===== src/rtl/dpc_pkg.sv =====
package dpc_pkg;
    parameter int DPC_CODE_W = 16;
    parameter int DPC_MODE_W = 2;
    parameter int DPC_NUM_CH = 2;
    parameter int DPC_CTRL_W = 8;

    localparam int WORD_W   = DPC_CODE_W + DPC_CTRL_W;
    localparam int MODE_LSB = DPC_CODE_W;
    localparam int SEL_BIT  = DPC_CODE_W + DPC_MODE_W;
    localparam int LD_LSB   = SEL_BIT + 2;
    localparam int RSV_LSB  = LD_LSB + DPC_NUM_CH;

    localparam logic [DPC_MODE_W-1:0] MODE_NORMAL = '0;

    typedef struct packed {
        logic [DPC_MODE_W-1:0] mode;
        logic [DPC_CODE_W-1:0] code;
    } chan_t;

    typedef struct packed {
        logic                  accept;
        logic                  reject;
        logic [DPC_NUM_CH-1:0] ld;
        logic                  sel;
        logic [DPC_MODE_W-1:0] mode;
        logic [DPC_CODE_W-1:0] code;
    } cmd_t;

    typedef struct packed {
        chan_t stage;
        chan_t live;
        logic  upd;
    } ch_state_t;
endpackage


===== src/rtl/dpc_decode.sv =====
module dpc_decode
    import dpc_pkg::*;
(
    input  logic              valid,
    input  logic [WORD_W-1:0] word,
    output cmd_t              cmd
);
    logic rsv_set;

    always_comb begin
        rsv_set    = |word[WORD_W-1:RSV_LSB];
        cmd.accept = valid && !rsv_set;
        cmd.reject = valid && rsv_set;
        cmd.ld     = word[LD_LSB +: DPC_NUM_CH];
        cmd.sel    = word[SEL_BIT];
        cmd.mode   = word[MODE_LSB +: DPC_MODE_W];
        cmd.code   = word[DPC_CODE_W-1:0];
    end
endmodule


===== src/rtl/dpc_channel.sv =====
module dpc_channel
    import dpc_pkg::*;
(
    input  logic                  clk,
    input  logic                  rst_n,
    input  logic                  wr_en,
    input  logic [DPC_MODE_W-1:0] wr_mode,
    input  logic [DPC_CODE_W-1:0] wr_code,
    input  logic                  ld_en,
    output chan_t                 live,
    output logic                  upd
);
    ch_state_t st_d, st_q;

    always_comb begin
        st_d     = st_q;
        st_d.upd = 1'b0;
        if (wr_en) begin
            st_d.stage.mode = wr_mode;
            if (wr_mode == MODE_NORMAL) begin
                st_d.stage.code = wr_code;
            end
        end
        // load copies the already-updated staging value
        if (ld_en) begin
            st_d.live = st_d.stage;
            st_d.upd  = 1'b1;
        end
    end

    always_ff @(posedge clk or negedge rst_n) begin
        if (!rst_n) begin
            st_q <= '0;
        end else begin
            st_q <= st_d;
        end
    end

    assign live = st_q.live;
    assign upd  = st_q.upd;
endmodule


===== src/rtl/dac_pair_ctrl.sv =====
module dac_pair_ctrl
    import dpc_pkg::*;
(
    input  logic                  clk,
    input  logic                  rst_n,
    input  logic                  cmd_valid,
    input  logic [WORD_W-1:0]     cmd_word,
    output logic [DPC_CODE_W-1:0] code_a,
    output logic [DPC_CODE_W-1:0] code_b,
    output logic [DPC_MODE_W-1:0] pmode_a,
    output logic [DPC_MODE_W-1:0] pmode_b,
    output logic                  upd_a,
    output logic                  upd_b,
    output logic                  cmd_err
);
    cmd_t                  cmd;
    chan_t                 live [DPC_NUM_CH];
    logic [DPC_NUM_CH-1:0] upd;
    logic                  err_d, err_q;

    dpc_decode i_decode (
        .valid (cmd_valid),
        .word  (cmd_word),
        .cmd   (cmd)
    );

    for (genvar ch = 0; ch < DPC_NUM_CH; ch++) begin : g_ch
        logic wr_en, ld_en;
        always_comb begin
            wr_en = cmd.accept && (int'(cmd.sel) == ch);
            ld_en = cmd.accept && cmd.ld[ch];
        end
        dpc_channel i_channel (
            .clk     (clk),
            .rst_n   (rst_n),
            .wr_en   (wr_en),
            .wr_mode (cmd.mode),
            .wr_code (cmd.code),
            .ld_en   (ld_en),
            .live    (live[ch]),
            .upd     (upd[ch])
        );
    end

    always_comb begin
        err_d = err_q || cmd.reject;
    end

    always_ff @(posedge clk or negedge rst_n) begin
        if (!rst_n) begin
            err_q <= 1'b0;
        end else begin
            err_q <= err_d;
        end
    end

    assign code_a  = live[0].code;
    assign pmode_a = live[0].mode;
    assign code_b  = live[1].code;
    assign pmode_b = live[1].mode;
    assign upd_a   = upd[0];
    assign upd_b   = upd[1];
    assign cmd_err = err_q;
endmodule


===== config.mk =====
export PLATFORM = sky130hd
export DESIGN_NAME = dac_pair_ctrl
export DESIGN_NICKNAME = d
export VERILOG_FILES = /design/src/rtl/dpc_pkg.sv /design/src/rtl/dpc_decode.sv /design/src/rtl/dpc_channel.sv /design/src/rtl/dac_pair_ctrl.sv
export SDC_FILE = /design/constraint.sdc
export NUM_CORES = 1
export LEC_CHECK = 0
export BUFFER_PORTS_ARGS = -buffer_cell sky130_fd_sc_hd__buf_2
export CAP_MARGIN = 20
export CORE_MARGIN = 2
export CORE_UTILIZATION = 49
export DETAILED_ROUTE_END_ITERATION = 10
export PLACE_DENSITY = 0.75
export RECOVER_POWER = 100
export SYNTH_ARGS = -nofsm -noshare
export SYNTH_HDL_FRONTEND = slang
export SYNTH_SLANG_ARGS = --single-unit
export TNS_END_PERCENT = 100

===== constraint.sdc =====
create_clock -name clk -period 1 [get_ports clk]
set_clock_uncertainty 0.15 [all_clocks]
set_input_delay 0.05 -clock clk [delete_from_list [all_inputs] [get_ports clk]]
set_output_delay 0.05 -clock clk [all_outputs]
set_load 0.02 [all_outputs]

== Word level (Yosys, flattened, before mapping) ==
Index checks and enable logic that the tools add are counted.
Storage, ports and cells
  register bits: 75
  input port bits: 27
  output and inout port bits: 39
  logic and storage cells: 28
Cells by class
  muxes and demuxes: 6
  bitwise operators: 1
  reductions and logical operators: 10
Operators by type and width (count)
  18-bit two-way mux: 2
  16-bit two-way mux: 2
  1-bit logical AND: 6
  2-bit logical NOT: 1
  1-bit two-way mux: 2
  2-bit OR reduction: 1
  1-bit logical NOT: 1
  1-bit logical OR: 1
  1-bit inverter: 1

== Longest topological paths before layout ==
Gate-level depths: netlist of run 1.
  depth in word-level cells: 5
  depth in mapped cells: 6
  gate-level depth less buffers: 3

== Cells and area by module ==
Synthesis of run 1 repeated with hierarchy kept, for this count alone.
Second synthesis, totals
  cells, all modules: 325
  area total of the unflattened synthesis: 3353.2 um2
Modules (own cells, without submodules)
  dpc_channel: instances 2, cells an instance 148, area an instance 1557.7 um2, seq. area each 925.9 um2
  dpc_decode: instances 1, cells an instance 23, area an instance 177.7 um2, seq. area each 0.0 um2
  dac_pair_ctrl: instances 1, cells an instance 6, area an instance 60.1 um2, seq. area each 25.0 um2

== Worst setup path before layout of run 1 ==
Ideal clock, no wire load.
  path kind: input -> register
  from: input cmd_word[18]
  to: register g_ch[0].i_channel.st_q[31] (netlist name)
  library setup time: 0.119 ns
  data arrival time: 1.119 ns
  data required time: 0.731 ns
  slack: -0.388 ns
  cell stages on the path: 6
  buffers on the path: 3
  cell sequence: buf_6 > or3_1 > buf_6 > buf_6 > o21ai_2 > a21bo_1
RTL lines
  start, declared: RTL line dac_pair_ctrl.sv:7  | input logic [WORD_W-1:0] cmd_word,
  end signal, assigned: RTL line dpc_channel.sv:35  | st_q <= st_d;
  end, declared: RTL line dpc_channel.sv:13  | ch_state_t st_d, st_q;

== Worst setup path after layout of run 1 ==
  from: input cmd_word[22]
  to: register g_ch[1].i_channel.st_q, in the netlist g_ch[1].i_channel.live[5]
On the way
  longest elaborated chain between the ends: 5
  elaborated cells on any way between the ends: 6
  those cells by class: mux (1); reduce/logical (5)
Ends and longest elaborated chain
  2-bit OR reduction (*): RTL line dpc_decode.sv:11  | rsv_set = |word[WORD_W-1:RSV_LSB];
  1-bit logical NOT (*): RTL line dpc_decode.sv:12  | cmd.accept = valid && !rsv_set;
  1-bit logical AND (*): RTL line dpc_decode.sv:12
  1-bit logical AND: RTL line dac_pair_ctrl.sv:30  | wr_en = cmd.accept && (int'(cmd.sel) == ch);
  18-bit two-way mux: RTL line dpc_channel.sv:18  | if (wr_en) begin
  end signal, assigned: RTL line dpc_channel.sv:35
  end, declared: RTL line dpc_channel.sv:13
Mark *: on every way between the ends. The rest lies on a longest branch, timed or not.
A chain may end at the register's enable or synchronous reset.

==> results.sh, run 1 <==
export IMPL_crit_path_max_incr_delay_ns=0.26
export IMPL_syn_inst=308
export IMPL_worst_path_max_fanout=16
export IMPL_syn_area_um2=3416
export IMPL_wl_per_cell_um=22.10
export IMPL_holdPathEnd="g_ch[1].i_channel.st_q[36]"
export IMPL_critPathSlowestCell="a31oi_1"
export IMPL_grt_max_degree=76
export IMPL_drive_above_1_share_pct=49.28
export IMPL_hold_depth=3
export IMPL_use_met3_pct=5.592
export IMPL_grt_pass1_vias=2801
export IMPL_max_clock_freq_ghz=0.8591
export IMPL_ios=66
export IMPL_io_buffers=64
export IMPL_tightest_slew_ns=0.5572
export IMPL_endpoint_kind="register"
export IMPL_max_slew_margin_pct=62.85
export IMPL_maxCapViolCount=0
export IMPL_dp_slack_ns=-0.6276
export IMPL_rrSetupSlack_ns=-0.04
export IMPL_antenna_found_initial=0
export IMPL_ys_types=28
export IMPL_violations="negative hold slack, negative setup slack"
export IMPL_fin_crit_sh_pct=116.4
export IMPL_period_needed_ns=1.164
export IMPL_placed_area_um2=3925
export IMPL_cp_required_ns=1.12
export IMPL_drc=0
export IMPL_maxSlewViolCount=0
export IMPL_cts_root_buffer="clkbuf_8"
export IMPL_reg2reg_depth=4
export IMPL_p_sw_share_pct=31.17
export IMPL_rows=30
export IMPL_combPwrFrac_pct=33.6
export IMPL_nets=440
export IMPL_finalNonFillerCells=496
export IMPL_numCtsBuffers=9
export IMPL_internal_power_mw=6.907
export IMPL_switchingPower_mw=3.127
export IMPL_final_cell_mix="dfrtp_1 (75), buf_6 (53), buf_4 (42)"
export IMPL_syn_avg_cell_area_um2=11.09
export IMPL_area_growth_syn_to_layout_pct=53.99
export IMPL_drt_iter0_drc=258
export IMPL_ys_seq_area_share_pct=54.95
export IMPL_hold_path_class="primary input to register"
export IMPL_fin_area_um2=5260
export IMPL_hp_start="cmd_word[17]"
export IMPL_grt_usage_pct=23.63
export IMPL_ant_nets=0
export IMPL_synth_top_area_share_pct=54.95
export IMPL_core_area_um2=6756
export IMPL_grt_overflow=0
export IMPL_clockBufferDepth=2
export IMPL_dp_hpwl_um=5084
export IMPL_p_total_mw=10.03
export IMPL_criticalPathCategory="primary input to register"
export IMPL_hold_worst_slack_ns=-0.007767
export IMPL_final_common_cell="dfrtp_1"
export IMPL_synth_top_area_cell="dfrtp_1"
export IMPL_p_leak_nw=2.458
export IMPL_use_met1_pct=32.04
export IMPL_ys_seq_elements=75
export IMPL_peakVddDrop_mv=1.172
export IMPL_die_y_um=87.49
export IMPL_setup_violations_final=107
export IMPL_avgViaCountPerCell=5.962
export IMPL_die_w_um=87.49
export IMPL_busiest_layer="met2"
export IMPL_ys_warn_count=0
export IMPL_layout_setup_ws_ns=-0.1640
export IMPL_powerDensity_nw_per_um2=1908
export IMPL_worstPathCellList="buf_6 > buf_4 > nor3b_4 > buf_4 > clkbuf_16 > nand4_1 > a31oi_1"
export IMPL_p_seq_share_pct=41.1
export IMPL_critPathTopFamily="buffers and inverters"
export IMPL_utilization_pct=77.85
export IMPL_final_hold_viol_count=1
export IMPL_worst_path_most_repeated_cell="buf_4"
export IMPL_start_util_pct=50.56
export IMPL_final_setup_tns_ns=-9.434
export IMPL_status="finished with violations"
export IMPL_met2_usage_pct=35.81
export IMPL_drtPass1Iterations=5
export IMPL_h_tree_depth=3
export IMPL_dp_cells=433
export IMPL_clk_pin_slew_worst_paths_ns=0.08
export IMPL_grt_first_pass_wirelength_um=13570
export IMPL_synth_area_leaders="dfrtp_1 (55%), buf_4 (8.1%), a31oi_1 (5.9%)"
export IMPL_num_vias=2957
export IMPL_routed_wl_um=10960
export IMPL_dieArea_um2=7655
export IMPL_insertion_delay_ns=0.37
export IMPL_cts_tree="built"
export IMPL_worst_path_buf_inv=4
export IMPL_rsz0062_at_grt="yes"
export IMPL_power_share_clock_pct=25.2
export IMPL_antenna_cells=0
export IMPL_place_congestion=0.7785
export IMPL_clock_sinks=75
export IMPL_critPathLaunchType="primary input"
export IMPL_timing_rr_start="g_ch[1].i_channel.live[9]"
export IMPL_r2r_end="g_ch[1].i_channel.live[9]"
export IMPL_arrival_ns=1.28
export IMPL_synth_nets=335
-- metal layers --
layer	vias to the layer above	wire length (µm)
met5	-	0
met4	0	349
met3	35	635
met2	137	5521
met1	1493	4454
li1	1292	-
-- cells in the mapped netlist --
cell,count
buf_6,4
nor3b_2,1
nor4bb_1,1
buf_4,37
o21ai_1,4
o21ai_0,21
a2bb2oi_1,16
nand4_1,16
buf_1,3
nor2_4,1
nor3_2,1
a21bo_2,2
clkbuf_1,11
mux2i_1,4
a31oi_1,32
or3_1,1
nand4bb_1,1
nand2_1,19
clkinv_1,1
dfrtp_1,75
or3b_1,2
buf_2,4
mux2_2,4
a21bo_1,14
a21oi_1,2
o21ai_2,10
nand2b_1,1
nor2_1,20
-- kinds of logic after synthesis --
kind of cell           Yosys count  synth area share (%)
AOI/OAI and AO/OA              101                 21.17
buffers and inverters           60                 11.68
muxes                            8                 2.491
and+or+nand+nor                 64                 9.707
DFF                             75                 54.95
-- tightest hold or removal path: cells and delay by family --
| family | cells | cell delay, ns |
|---|---|---|
| muxes | 1 | 0.16 |
| buffers and inverters | 2 | 0.25 |
-- power groups by stage --
| stage | clock [mW] | combinational (mW) | sequential, mW |
|---|---|---|---|
| 6_report | 2.53 | 3.37 | 4.13 |
| 5_1_grt | 2.68 | 3.55 | 4.18 |
| 4_1_cts | 2.48 | 2.88 | 4.01 |
| 3_5_place_dp | 0 | 2.15 | 3.99 |
| 3_3_place_gp | 0 | 2.10 | 3.96 |
| 2_1_floorplan | 0 | 1.78 | 3.92 |
-- registers in the layout (all words and copies together), names as in the netlist --
| name | flops |
|---|---|
| g_ch.i_channel.live | 36 |
| g_ch.i_channel.st_q | 36 |
| g_ch.i_channel.upd | 2 |
| cmd_err | 1 |
-- area by class of cell --
type,count,area [µm²]
Timing Repair Buffer,152,1521
Fill cell,381,1496
Clock inverter,3,65.06
Sequential cell,75,1877
Multi-Input combinational cell,174,1562
Tap cell,80,100.1
Inverter,1,3.754
Clock buffer,11,131.4
-- timing repair --
| item | 4_1_cts | 5_1_grt |
|---|---|---|
| gates resized for setup | 88 | 60 |
| buffers inserted | 17 | 8 |
| hold endpoints to repair | 142 | 3 |
| pin swaps | 1 | 32 |
| endpoints found under the setup margin | 105 | 107 |
| hold buffers | 19 | 1 |
| gates cloned | 1 | 5 |
-- worst max path at each step --
stage / start / end / slack (ns) / cells past startpoint
global placement: cmd_word[23] / g_ch[0].i_channel.st_q[20] / -0.54 / 5
detailed placement: cmd_word[23] / g_ch[0].i_channel.st_q[19] / -0.63 / 5
finish: cmd_word[22] / g_ch[1].i_channel.live[5] / -0.16 / 7
floorplan: cmd_word[18] / g_ch[0].i_channel.st_q[31] / -0.32 / 6
CTS: g_ch[1].i_channel.live[0] / code_b[0] / -0.11 / 1
global route: cmd_word[16] / g_ch[1].i_channel.live[5] / -0.19 / 7
Note: power is estimated with default switching activity, not from simulation.
==> inputs of run 2 (changes only) <==
--- a/config.mk
+++ b/config.mk
@@ -5,11 +5,11 @@
 export SDC_FILE = /design/constraint.sdc
 export NUM_CORES = 1
 export LEC_CHECK = 0
-export BUFFER_PORTS_ARGS = -buffer_cell sky130_fd_sc_hd__buf_2
 export CAP_MARGIN = 20
 export CORE_MARGIN = 2
-export CORE_UTILIZATION = 49
+export CORE_UTILIZATION = 57
 export DETAILED_ROUTE_END_ITERATION = 10
+export DONT_BUFFER_PORTS = 1
 export PLACE_DENSITY = 0.75
 export RECOVER_POWER = 100
 export SYNTH_ARGS = -nofsm -noshare
==> results.sh, run 2 (synthesis gave the netlist of run 1 again) <==
export IMPL_clk_pin_slew_worst_paths_ns=0.08
export IMPL_nets=394
export IMPL_finalNonFillerCells=446
export IMPL_drt_met1_wl_um=3394
export IMPL_start_util_pct=58.38
export IMPL_violations="negative hold slack, negative setup slack"
export IMPL_grt_overflow=0
export IMPL_place_congestion=0.8031
export IMPL_routed_wl_met2_um=3989
export IMPL_worst_path_max_fanout=2
export IMPL_arrival_ns=0.90
export IMPL_antenna_cells=0
export IMPL_core_area_um2=5851
export IMPL_combPwrFrac_pct=31.1
export IMPL_ios=66
export IMPL_antenna_found_initial=0
export IMPL_num_vias=2630
export IMPL_dp_cells=387
export IMPL_h_tree_depth=3
export IMPL_dp_hpwl_um=4923
export IMPL_rows=28
export IMPL_drtPass1Iterations=5
export IMPL_grt_first_pass_wirelength_um=12990
export IMPL_drt_iter0_drc=224
export IMPL_endpoint_kind="output port"
export IMPL_clockBufferDepth=2
export IMPL_die_w_um=81.41
export IMPL_wl_per_cell_um=18.18
export IMPL_switchingPower_mw=2.610
export IMPL_worst_path_stages=1
export IMPL_worstPathCellList="buf_6"
export IMPL_power_share_clock_pct=23.9
export IMPL_drc=0
export IMPL_layout_setup_ws_ns=-0.09866
export IMPL_routed_wl_um=8110
export IMPL_die_y_um=81.41
export IMPL_numCtsBuffers=9
export IMPL_max_clock_freq_ghz=0.9102
export IMPL_io_buffers=0
export IMPL_critPathLaunchType="register"
export IMPL_highest_layer="met4"
export IMPL_grt_usage_pct=26.51
export IMPL_powerDensity_nw_per_um2=2015
export IMPL_max_slew_margin_pct=69.83
export IMPL_cts_root_buffer="clkbuf_8"
export IMPL_final_common_cell="dfrtp_1"
export IMPL_cts_tree="built"
export IMPL_crit_path_max_incr_delay_ns=0.41
export IMPL_critPathSlowestCell="dfrtp_1"
export IMPL_period_needed_ns=1.099
export IMPL_status="finished with violations"
export IMPL_p_total_mw=8.912
export IMPL_p_leak_nw=2.120
export IMPL_criticalPathCategory="register to output port"
export IMPL_wl_met3_um=573
export IMPL_final_cell_mix="dfrtp_1 (73), buf_4 (41), buf_6 (37)"
export IMPL_avgViaCountPerCell=5.897
export IMPL_final_hold_viol_count=115
export IMPL_p_sw_share_pct=29.29
export IMPL_p_seq_share_pct=45.1
export IMPL_worst_path_buf_inv=1
export IMPL_maxCapViolCount=0
export IMPL_placed_area_um2=3721
export IMPL_grt_max_degree=76
export IMPL_maxSlewViolCount=0
export IMPL_peakVddDrop_mv=1.775
export IMPL_rsz0062_at_grt="yes"
export IMPL_hold_path_class="primary input to async pin"
export IMPL_fin_area_um2=4422
export IMPL_clock_sinks=75
export IMPL_grt_pass1_vias=2597
export IMPL_drive_above_1_share_pct=40.43
export IMPL_hold_worst_slack_ns=-0.7495
export IMPL_tightest_slew_ns=0.4525
export IMPL_dieArea_um2=6628
export IMPL_insertion_delay_ns=0.34
export IMPL_fin_crit_sh_pct=109.9
export IMPL_reg2reg_depth=3
export IMPL_internal_power_mw=6.301
export IMPL_cp_required_ns=0.80
export IMPL_ant_nets=0
export IMPL_postCtsHoldBufs=17
export IMPL_area_growth_syn_to_layout_pct=29.45
export IMPL_critPathTopFamily="flip-flops"
export IMPL_setup_violations_final=51
-- run 2: changes by cell type in the layout (fill, tap and decap cells not counted), moves of 6 or more --
cell / previous run / this run
o21ai_4: 24 / 0
buf_2: 22 / 1
o21ai_2: 8 / 26
buf_6: 53 / 37
a2bb2oi_1: 7 / 16
a2bb2oi_2: 9 / 0
a31oi_1: 26 / 32
a31oi_2: 6 / 0
-- run 2: timing repair --
item	in CTS	in global routing
endpoints found under the setup margin	78	57
endpoints found under the hold margin	149	119
setup buffers	14	13
gates resized for setup	41	13
-- run 2: final timing paths --
| check | from | end | slack, ns |
|---|---|---|---|
| worst max-delay path | g_ch[0].i_channel.live[14] | code_a[14] | -0.1 |
| worst min-delay path | rst_n | g_ch[0].i_channel.live[12] | -0.75 |
| worst max register to register | g_ch[0].i_channel.live[12] | g_ch[0].i_channel.live[12] | -0.07 |
| worst min register to register | g_ch[1].i_channel.st_q[33] | g_ch[1].i_channel.st_q[33] | 0.33 |
| max in group asynchronous | rst_n | g_ch[0].i_channel.live[5] | 1.32 |
| min in group clk | cmd_word[16] | g_ch[1].i_channel.st_q[35] | -0.29 |
-- run 2: metal layers --
layer / GRT usage, % / vias to the layer above
met4: 9.831 / 0
met3: 8.022 / 17
met2: 40.66 / 107
met1: 35.79 / 1297
met5: 0 / -
li1: - / 1209
-- run 2: through the flow --
stage	setup WS [ns]	util [%]	setup TNS, ns
2_1_floorplan	-0.3249	-	-15.66
3_3_place_gp	-0.4077	63.60	-23.61
3_5_place_dp	-0.4510	63.60	-24.50
4_1_cts	-0.09845	73.91	-2.941
5_1_grt	-0.1311	75.58	-5.073
6_report	-0.09866	75.58	-2.836
-- run 2: layout make-up --
type | count | area (µm²)
Clock buffer | 13 | 168.9
Clock inverter | 2 | 10.01
Fill cell | 353 | 1429
Inverter | 1 | 3.754
Multi-Input combinational cell | 173 | 1259
Sequential cell | 75 | 1879
Tap cell | 75 | 93.84
Timing Repair Buffer | 107 | 1007
-- run 2: power by group through the flow --
| stage | clock network (mW) | logic [mW] | registers (mW) |
|---|---|---|---|
| 2_1_floorplan | 0 | 1.78 | 3.92 |
| 3_3_place_gp | 0 | 2.01 | 3.98 |
| 3_5_place_dp | 0 | 2.07 | 4.01 |
| 4_1_cts | 2.14 | 2.56 | 4.01 |
| 5_1_grt | 2.31 | 2.97 | 4.08 |
| 6_report | 2.13 | 2.77 | 4.01 |
==> inputs of run 3 (changes only) <==
--- a/config.mk
+++ b/config.mk
@@ -10,6 +10,7 @@
 export CORE_UTILIZATION = 57
 export DETAILED_ROUTE_END_ITERATION = 10
 export DONT_BUFFER_PORTS = 1
+export HOLD_SLACK_MARGIN = 0.08
 export PLACE_DENSITY = 0.75
 export RECOVER_POWER = 100
 export SYNTH_ARGS = -nofsm -noshare
==> results.sh, run 3 (synthesis gave the netlist of run 1 again) <==
export IMPL_worstPathCellList="buf_6"
export IMPL_violations="negative hold slack, negative setup slack"
export IMPL_endpoint_kind="output port"
export IMPL_internal_power_mw=6.301
export IMPL_p_seq_share_pct=45.1
export IMPL_cp_required_ns=0.80
export IMPL_p_sw_share_pct=29.17
export IMPL_multiInputGateArea_um2=1259
export IMPL_rsz0062_at_grt="yes"
export IMPL_die_w_um=81.41
export IMPL_grt_overflow=0
export IMPL_grt_first_pass_wirelength_um=12990
export IMPL_area_growth_syn_to_layout_pct=29.45
export IMPL_postCtsHoldBufs=17
export IMPL_antenna_cells=0
export IMPL_num_vias=2630
export IMPL_drt_iter0_drc=215
export IMPL_antenna_found_initial=0
export IMPL_avgViaCountPerCell=5.897
export IMPL_final_common_cell="dfrtp_1"
export IMPL_core_area_um2=5851
export IMPL_reg2reg_depth=3
export IMPL_rows=28
export IMPL_ios=66
export IMPL_maxCapViolCount=0
export IMPL_io_buffers=0
export IMPL_status="finished with violations"
export IMPL_routed_wl_um=8104
export IMPL_clock_sinks=75
export IMPL_start_util_pct=58.38
export IMPL_hold_worst_slack_ns=-0.7481
export IMPL_rrSetupSlack_ns=-0.07
export IMPL_insertion_delay_ns=0.34
export IMPL_critPathSlowestCell="dfrtp_1"
export IMPL_peakVddDrop_mv=1.760
export IMPL_combPwrFrac_pct=31.1
export IMPL_worst_path_max_fanout=2
export IMPL_clk_pin_slew_worst_paths_ns=0.07
export IMPL_drive_above_1_share_pct=40.43
export IMPL_powerDensity_nw_per_um2=2012
export IMPL_setup_violations_final=55
export IMPL_maxSlewViolCount=0
export IMPL_arrival_ns=0.90
export IMPL_ant_nets=0
export IMPL_layout_setup_ws_ns=-0.09873
export IMPL_die_y_um=81.41
export IMPL_p_leak_nw=2.120
export IMPL_clockBufferDepth=2
export IMPL_grt_max_degree=76
export IMPL_dieArea_um2=6628
export IMPL_crit_path_max_incr_delay_ns=0.41
export IMPL_grt_usage_pct=26.51
export IMPL_nets=394
export IMPL_max_slew_margin_pct=69.35
export IMPL_critPathTopFamily="flip-flops"
export IMPL_criticalPathCategory="register to output port"
export IMPL_cts_root_buffer="clkbuf_8"
export IMPL_cts_tree="built"
export IMPL_period_needed_ns=1.099
export IMPL_r2r_end="g_ch[0].i_channel.live[12]"
export IMPL_regArea_um2=1879
export IMPL_critPathLaunchType="register"
export IMPL_hold_path_class="primary input to async pin"
export IMPL_final_hold_viol_count=115
export IMPL_drc=0
export IMPL_p_total_mw=8.896
export IMPL_final_cell_mix="dfrtp_1 (73), buf_4 (41), buf_6 (37)"
export IMPL_numCtsBuffers=9
export IMPL_drtPass1Iterations=5
export IMPL_fin_crit_sh_pct=109.9
export IMPL_max_clock_freq_ghz=0.9101
export IMPL_tightest_slew_ns=0.4597
export IMPL_grt_pass1_vias=2601
export IMPL_place_congestion=0.8031
export IMPL_h_tree_depth=3
export IMPL_wl_per_cell_um=18.17
export IMPL_fillers=353
export IMPL_dp_hpwl_um=4923
export IMPL_switchingPower_mw=2.595
export IMPL_worst_path_buf_inv=1
export IMPL_power_share_clock_pct=23.7
export IMPL_timing_rr_start="g_ch[0].i_channel.live[12]"
run 3: through the flow:
| step | util (%) | setup WS [ns] | TNS [ns] | area (µm²) | cells |
|---|---|---|---|---|---|
| 2_1_floorplan | - | -0.3249 | -15.66 | 3538 | 308 |
| 3_3_place_gp | 63.60 | -0.4077 | -23.61 | 3721 | 387 |
| 3_5_place_dp | 63.60 | -0.4510 | -24.50 | 3721 | 387 |
| 4_1_cts | 73.91 | -0.09845 | -2.941 | 4324 | 433 |
| 5_1_grt | 75.58 | -0.1311 | -5.073 | 4422 | 446 |
| 6_report | 75.58 | -0.09873 | -2.889 | 4422 | 446 |
run 3: power groups by stage:
stage | registers [mW] | clock network (mW) | logic (mW)
after floorplan | 3.92 | 0 | 1.78
after global placement | 3.98 | 0 | 2.01
after CTS | 4.01 | 2.14 | 2.56
after global routing | 4.08 | 2.31 | 2.97
after detailed placement | 4.01 | 0 | 2.07
final | 4.02 | 2.11 | 2.77
run 3: metal layers:
metal  GRT usage, %  vias to the layer above  part of all wire (%)
met4          9.831                        0                   2.2
met5              0                        -                     0
met1          35.79                     1309                    42
li1               -                     1203                     -
met2          40.66                       98                    49
met3          8.022                       20                   6.7
run 3: how the worst max path moves through the flow:
stage | slack (ns) | to | cells past startpoint | start
global route | -0.13 | code_b[7] | 1 | g_ch[1].i_channel.live[7]
detailed placement | -0.45 | g_ch[0].i_channel.st_q[24] | 4 | cmd_word[23]
CTS | -0.1 | code_a[14] | 1 | g_ch[0].i_channel.live[14]
floorplan | -0.32 | g_ch[0].i_channel.st_q[31] | 6 | cmd_word[18]
global placement | -0.41 | g_ch[0].i_channel.st_q[24] | 4 | cmd_word[23]
finish | -0.1 | code_a[14] | 1 | g_ch[0].i_channel.live[14]
run 3: layout make-up:
type                       instances  area share [%]
timing repair buffer             107           22.78
sequential                        75           42.50
multi-input combinational        173           28.47
clock buffer                      13           3.820
inverter                           1         0.08489
clock inverter                     2          0.2264
tap                               75           2.122
run 3: timing repair:
item,in CTS,in global routing
resized for setup,41,13
endpoints found under the hold margin,149,130
pin swaps,0,0
setup endpoints to repair,78,57
buffers inserted,14,13
